===== config.mk =====
export PLATFORM = sky130hd
export DESIGN_NAME = ref_divider
export DESIGN_NICKNAME = d
export VERILOG_FILES = /design/src/rtl/refdiv_pkg.sv /design/src/rtl/refdiv_rst_sync.sv /design/src/rtl/refdiv_counter.sv /design/src/rtl/refdiv_shaper.sv /design/src/rtl/ref_divider.sv
export SDC_FILE = /design/constraint.sdc
export NUM_CORES = 1
export LEC_CHECK = 0
export CORE_UTILIZATION = 60
export DETAILED_ROUTE_END_ITERATION = 8
export DONT_BUFFER_PORTS = 1
export PLACE_DENSITY = 0.82
export SYNTH_ARGS = -nofsm -noshare
export SYNTH_HDL_FRONTEND = slang
export SYNTH_SLANG_ARGS = --single-unit
export TNS_END_PERCENT = 30

===== constraint.sdc =====
create_clock -name ref_clk -period 2 [get_ports ref_clk]
set_input_delay 0.2 -clock ref_clk [delete_from_list [all_inputs] [get_ports ref_clk]]
set_output_delay 0.2 -clock ref_clk [all_outputs]
set_load 0.01 [all_outputs]

===== src/rtl/refdiv_pkg.sv =====
`timescale 1ns/1ps
package refdiv_pkg;
  localparam int unsigned RDIV_W_DEF   = 10;
  localparam int unsigned RDIV_SYNC_DEF = 2;
endpackage


===== src/rtl/refdiv_rst_sync.sv =====
`timescale 1ns/1ps
module refdiv_rst_sync #(
  parameter int unsigned STAGES = 2
) (
  input  logic clk,
  input  logic arst_n,
  output logic srst_n
);
  logic [STAGES-1:0] pipe_q;
  logic [STAGES-1:0] pipe_d;

  always_comb begin
    pipe_d = {pipe_q[STAGES-2:0], 1'b1};
  end

  always_ff @(posedge clk or negedge arst_n) begin
    if (!arst_n) pipe_q <= '0;
    else         pipe_q <= pipe_d;
  end

  assign srst_n = pipe_q[STAGES-1];
endmodule


===== src/rtl/refdiv_counter.sv =====
`timescale 1ns/1ps
module refdiv_counter #(
  parameter int unsigned W = 10
) (
  input  logic         clk,
  input  logic         rst_n,
  input  logic         hold,
  input  logic [W-1:0] ratio,
  output logic         terminal
);
  logic [W-1:0] cnt_q, cnt_d;
  logic         run_q, run_d;
  logic         at_zero;
  logic         cnt_en;

  assign at_zero = (cnt_q == '0);
  assign cnt_en  = !hold;

  // Down counter: zero marks the terminal cycle; reload with ratio-1,
  // whose 10-bit wrap turns a zero ratio into a 1024 period.
  always_comb begin
    cnt_d = cnt_q;
    run_d = run_q;
    if (!cnt_en) begin
      cnt_d = '0;
      run_d = 1'b0;
    end else if (at_zero) begin
      cnt_d = ratio - 1'b1;
      run_d = 1'b1;
    end else begin
      cnt_d = cnt_q - 1'b1;
      run_d = 1'b1;
    end
  end

  always_ff @(posedge clk or negedge rst_n) begin
    if (!rst_n) begin
      cnt_q <= '0;
      run_q <= 1'b0;
    end else begin
      cnt_q <= cnt_d;
      run_q <= run_d;
    end
  end

  assign terminal = run_q && at_zero;
endmodule


===== src/rtl/refdiv_shaper.sv =====
`timescale 1ns/1ps
module refdiv_shaper (
  input  logic clk,
  input  logic terminal,
  output logic pulse
);
  // Terminal flag changes only at rising edges; AND with the clock yields
  // exactly the high phase of the terminal cycle.
  assign pulse = clk & terminal;
endmodule


===== src/rtl/ref_divider.sv =====
`timescale 1ns/1ps
module ref_divider #(
  parameter int unsigned RATIO_W = refdiv_pkg::RDIV_W_DEF,
  parameter int unsigned SYNC_N  = refdiv_pkg::RDIV_SYNC_DEF
) (
  input  logic               ref_clk,
  input  logic               rst_n,
  input  logic               strobe,
  input  logic [RATIO_W-1:0] ratio,
  output logic               fref
);
  logic srst_n;
  logic term;

  refdiv_rst_sync #(.STAGES(SYNC_N)) u_rst (
    .clk    (ref_clk),
    .arst_n (rst_n),
    .srst_n (srst_n)
  );

  refdiv_counter #(.W(RATIO_W)) u_cnt (
    .clk      (ref_clk),
    .rst_n    (srst_n),
    .hold     (strobe),
    .ratio    (ratio),
    .terminal (term)
  );

  refdiv_shaper u_shp (
    .clk      (ref_clk),
    .terminal (term),
    .pulse    (fref)
  );
endmodule


* Word-level counts from Yosys, hierarchy flattened
Cells that the tools add are included. W data, S select, Z words.
Word-level totals: flip-flop bits (word level) 13, input port bits 13
Cells by class: multiplexer cells 3, add/sub/neg operators 2, bitwise gates (word level) 1, reductions and logical operators 2
Operators with widths (count):
- $mux W10 | 2
- $sub A10 B1 Y10 const B | 2
- $logic_not A10 Y1 | 1
- $and A1 B1 Y1 | 1
- $logic_and A1 B1 Y1 | 1
- $mux W1 | 1

* Logic depth before layout (Yosys ltp)
word-level depth 3, mapped depth 9, depth with buffers taken out 8

* Hierarchy
Synthesis repeated with hierarchy kept, for this count alone.
Second synthesis, totals: cell total of the unflattened synthesis 93, area, all modules 915.9 µm²
By module, submodules not included:
- refdiv_counter | cells each 89, area each 855.8 µm², sequential area each 275.3 µm², instances 1
- refdiv_rst_sync | cells each 3, area each 53.8 µm², sequential area each 50.0 µm², instances 1
- refdiv_shaper | cells each 1, area each 6.3 µm², sequential area each 0.0 µm², instances 1

==> qor.yml <==
sta:
  setup_slack_ps: -258
  setup_viol_count_final: 3
  fin_worst_skew_ps: 5.60
  finalHoldViolCount: 0
  rsz0062_at_grt: "true"
  max_freq_ghz: 0.443
  finalCritPeriodShare_pct: 113
  finalWorstPathRequiredPeriod_ps: 2260
  finalMaxSlewViolations: 0
  finalSetupTns_ps: -605
place:
  pre_cts_ws_ps: -148
  placed_cells: 110
  gp_congestion: 0.903
  portBuffers: 0
  hpwl_um: 1690
  dpl_cell_area_um2: 981
synthesis:
  synth_seq_area_share_pct: 39.3
  ys_types: 39
  synth_area_um2: 828
  synth_mux_area_share_pct: 2.42
  avgSynthCellArea_um2: 10.1
  synth_top_family_by_area: "simple AND/OR/NAND/NOR gates"
  syn_inst: 82
  yosys_warnings: 0
  synth_area_leader_cell: "dfrtp_1"
  synthTopCellsByArea: "dfrtp_1 (39%), a41oi_1 (6.3%), nor2_1 (4.5%)"
  synth_compound_area_share_pct: 23.4
  synth_top_area_share_pct: 39.3
  synth_adder_area_share_pct: 1.51
  syn_nets: 96
  synth-simple-area-share_pct: 28.9
  synth-seq-cells: 13
  synth-xor-area-share_pct: 2.11
final_layout:
  syn2layout_area_growth_pct: 30.7
  final_cell_count_no_fill: 121
  final_common_cell: "buf_4"
  antenna_cells: 0
  finish.net_count: 121
  drive_gt1_share_pct: 37.7
  final-seq-area_um2: 325
  multiInputGateArea_um2: 528
  nFillCells: 62
  design_area_um2: 1080
  final_cell_mix: "buf_4 (15), dfrtp_1 (13), nor2_1 (10), a41oi_1 (6), clkbuf_4 (6)"
die:
  fp.dieH_um: 39.2
  placementRows: 13
  core_area_um2: 1280
  die_area_um2: 1530
  ios: 14
  die_w_um: 39.2
  start_util_pct: 64.5
drt:
  route.vias.total: 899
  wl_met2_um: 1180
  wl_met3_um: 379
  drtIter0Drc: 52
  vias_per_cell: 7.43
  top_layer: "met4"
  wl_per_cell_um: 21.9
  drt-met1-wl_um: 967
  drc: 0
  ant_nets: 0
  drtPass1Iterations: 4
  totalWireLength_um: 2650
critical_path:
  cpMostUsedCell: "a21oi_2"
  slowest_delay_ps: 390
  worstSetupEndpointType: "flop"
  cp_data_required_time_ps: 2320
  criticalPathCategory: "flop to flop"
  cp_num_buf_inv: 0
  start_kind: "flop"
  crit_path_max_fanout: 4
  crit_family: "simple AND/OR/NAND/NOR gates"
  arrival_ps: 2580
  cpMaxStageDelayCell: "dfrtp_1"
  crit_chain: "nor2_1 > and3_4 > a21oi_2 > ha_2 > or3b_1 > a41o_1 > or3_1 > a21oi_2"
outcome:
  status: "finished, violations left"
  violations: "setup timing"
power_and_ir_drop:
  p_seq_share_pct: 20.4
  vdd_drop_max_mv: 1.34
  swShare_pct: 45.4
  clkPwrFrac_pct: 12.9
  leakagePower_nw: 0.476
  intPower_mw: 1.15
  p_switching_mw: 0.960
  power.density_nw_per_um2: 1950
  p_comb_share_pct: 66.7
clocking:
  clock_latency_ps: 400
  cts_tree: "done"
  clk_pin_slew_worst_paths_ps: 90
  cts_setup_buffers: 0
global_route:
  grt_remaining_overflow: 0
  grt_pass1_wl_um: 3680
  grt_pass1_vias: 834
  antenna_found_initial: 0
  grtUsageTotal_pct: 41.4
  grt_max_degree: 13
hold_path:
  min_path_type: "primary input to flop"
job:
  maxCapViolCount: 0
## sequential cells by signal (all words and copies together), names as in the netlist
name          cells
u_cnt.run_q       1
u_rst.pipe_q      2
u_cnt.cnt_q      10
## per-stage QoR
step           total power, mW  utilization, %  hold WS (ps)
4_1_cts                   2.05            82.7          10.2
2_1_floorplan             1.31               -         -95.6
6_report                  2.11            84.2          65.4
3_3_place_gp              1.68            76.3         -95.6
3_5_place_dp              1.72            76.3         -95.6
5_1_grt                   2.24            84.2          53.9
## layout make-up
type | count | share of cell area (%)
Tap cell | 15 | 1.73
Clock buffer | 6 | 4.16
Clock inverter | 1 | 0.462
Timing Repair Buffer | 19 | 14.1
Multi-Input combinational cell | 65 | 48.8
Inverter | 2 | 0.694
Sequential cell | 13 | 30.1
## power by group through the flow
stage / clock (mW) / combinational (mW) / sequential, mW
floorplan: 0.00637 / 0.834 / 0.468
global placement: 0.00637 / 1.25 / 0.427
detailed placement: 0.00636 / 1.28 / 0.434
CTS: 0.279 / 1.34 / 0.428
global route: 0.307 / 1.50 / 0.436
finish: 0.272 / 1.41 / 0.432
## cell usage after synthesis, drive strengths merged
library cell / n
a41o: 2
or4: 3
ha: 1
o21a: 1
a211o: 1
nor2: 10
o21ai: 1
o41ai: 1
clkbuf: 1
or3: 1
xor2: 1
or3b: 1
a31o: 1
o2111ai: 1
nand2: 3
xnor2: 1
o211ai: 1
nor3: 1
o31a: 2
buf: 1
a41oi: 6
nor4: 7
a21oi: 3
and2: 1
or2: 4
a311oi: 1
dfrtp: 13
nand3: 1
conb: 1
a22oi: 1
nor4b: 1
and3: 2
o311a: 1
nand4b: 1
inv: 2
mux2i: 2
## per-layer routing
metal,up-vias,GRT usage [%]
li1,378,-
met2,85,52.9
met3,21,24.3
met4,0,38.8
met1,415,45.6
met5,-,10.0
## worst paths after layout
check / slack (ps) / start / cells after the start / to
max in group asynchronous: 1320 / rst_n / 2 / u_rst.pipe_q[0]
max reg2reg: -260 / u_cnt.cnt_q[8] / 8 / u_cnt.cnt_q[6]
min in group asynchronous: 190 / u_rst.pipe_q[1] / 0 / u_cnt.cnt_q[0]
max: -260 / u_cnt.cnt_q[8] / 8 / u_cnt.cnt_q[6]
min: 70 / strobe / 2 / u_cnt.cnt_q[3]
min reg2reg: 190 / u_rst.pipe_q[1] / 0 / u_cnt.cnt_q[0]
## logic make-up after synthesis
kind of cell    count (synthesis)
simple gates                   36
compound gates                 23
flops                          13
buf+inv                         4
xor+xnor                        2
mux                             2
fa+ha+maj                       1
other cells                     1
## timing repair
action                                  in CTS  in global routing
hold buffers                                 2                  2
endpoints found under the hold margin       10                  3
pin swaps                                    0                  0
resized for setup                            2                  0
endpoints found under the setup margin       3                  3
Power figures use the tool's default switching activity.
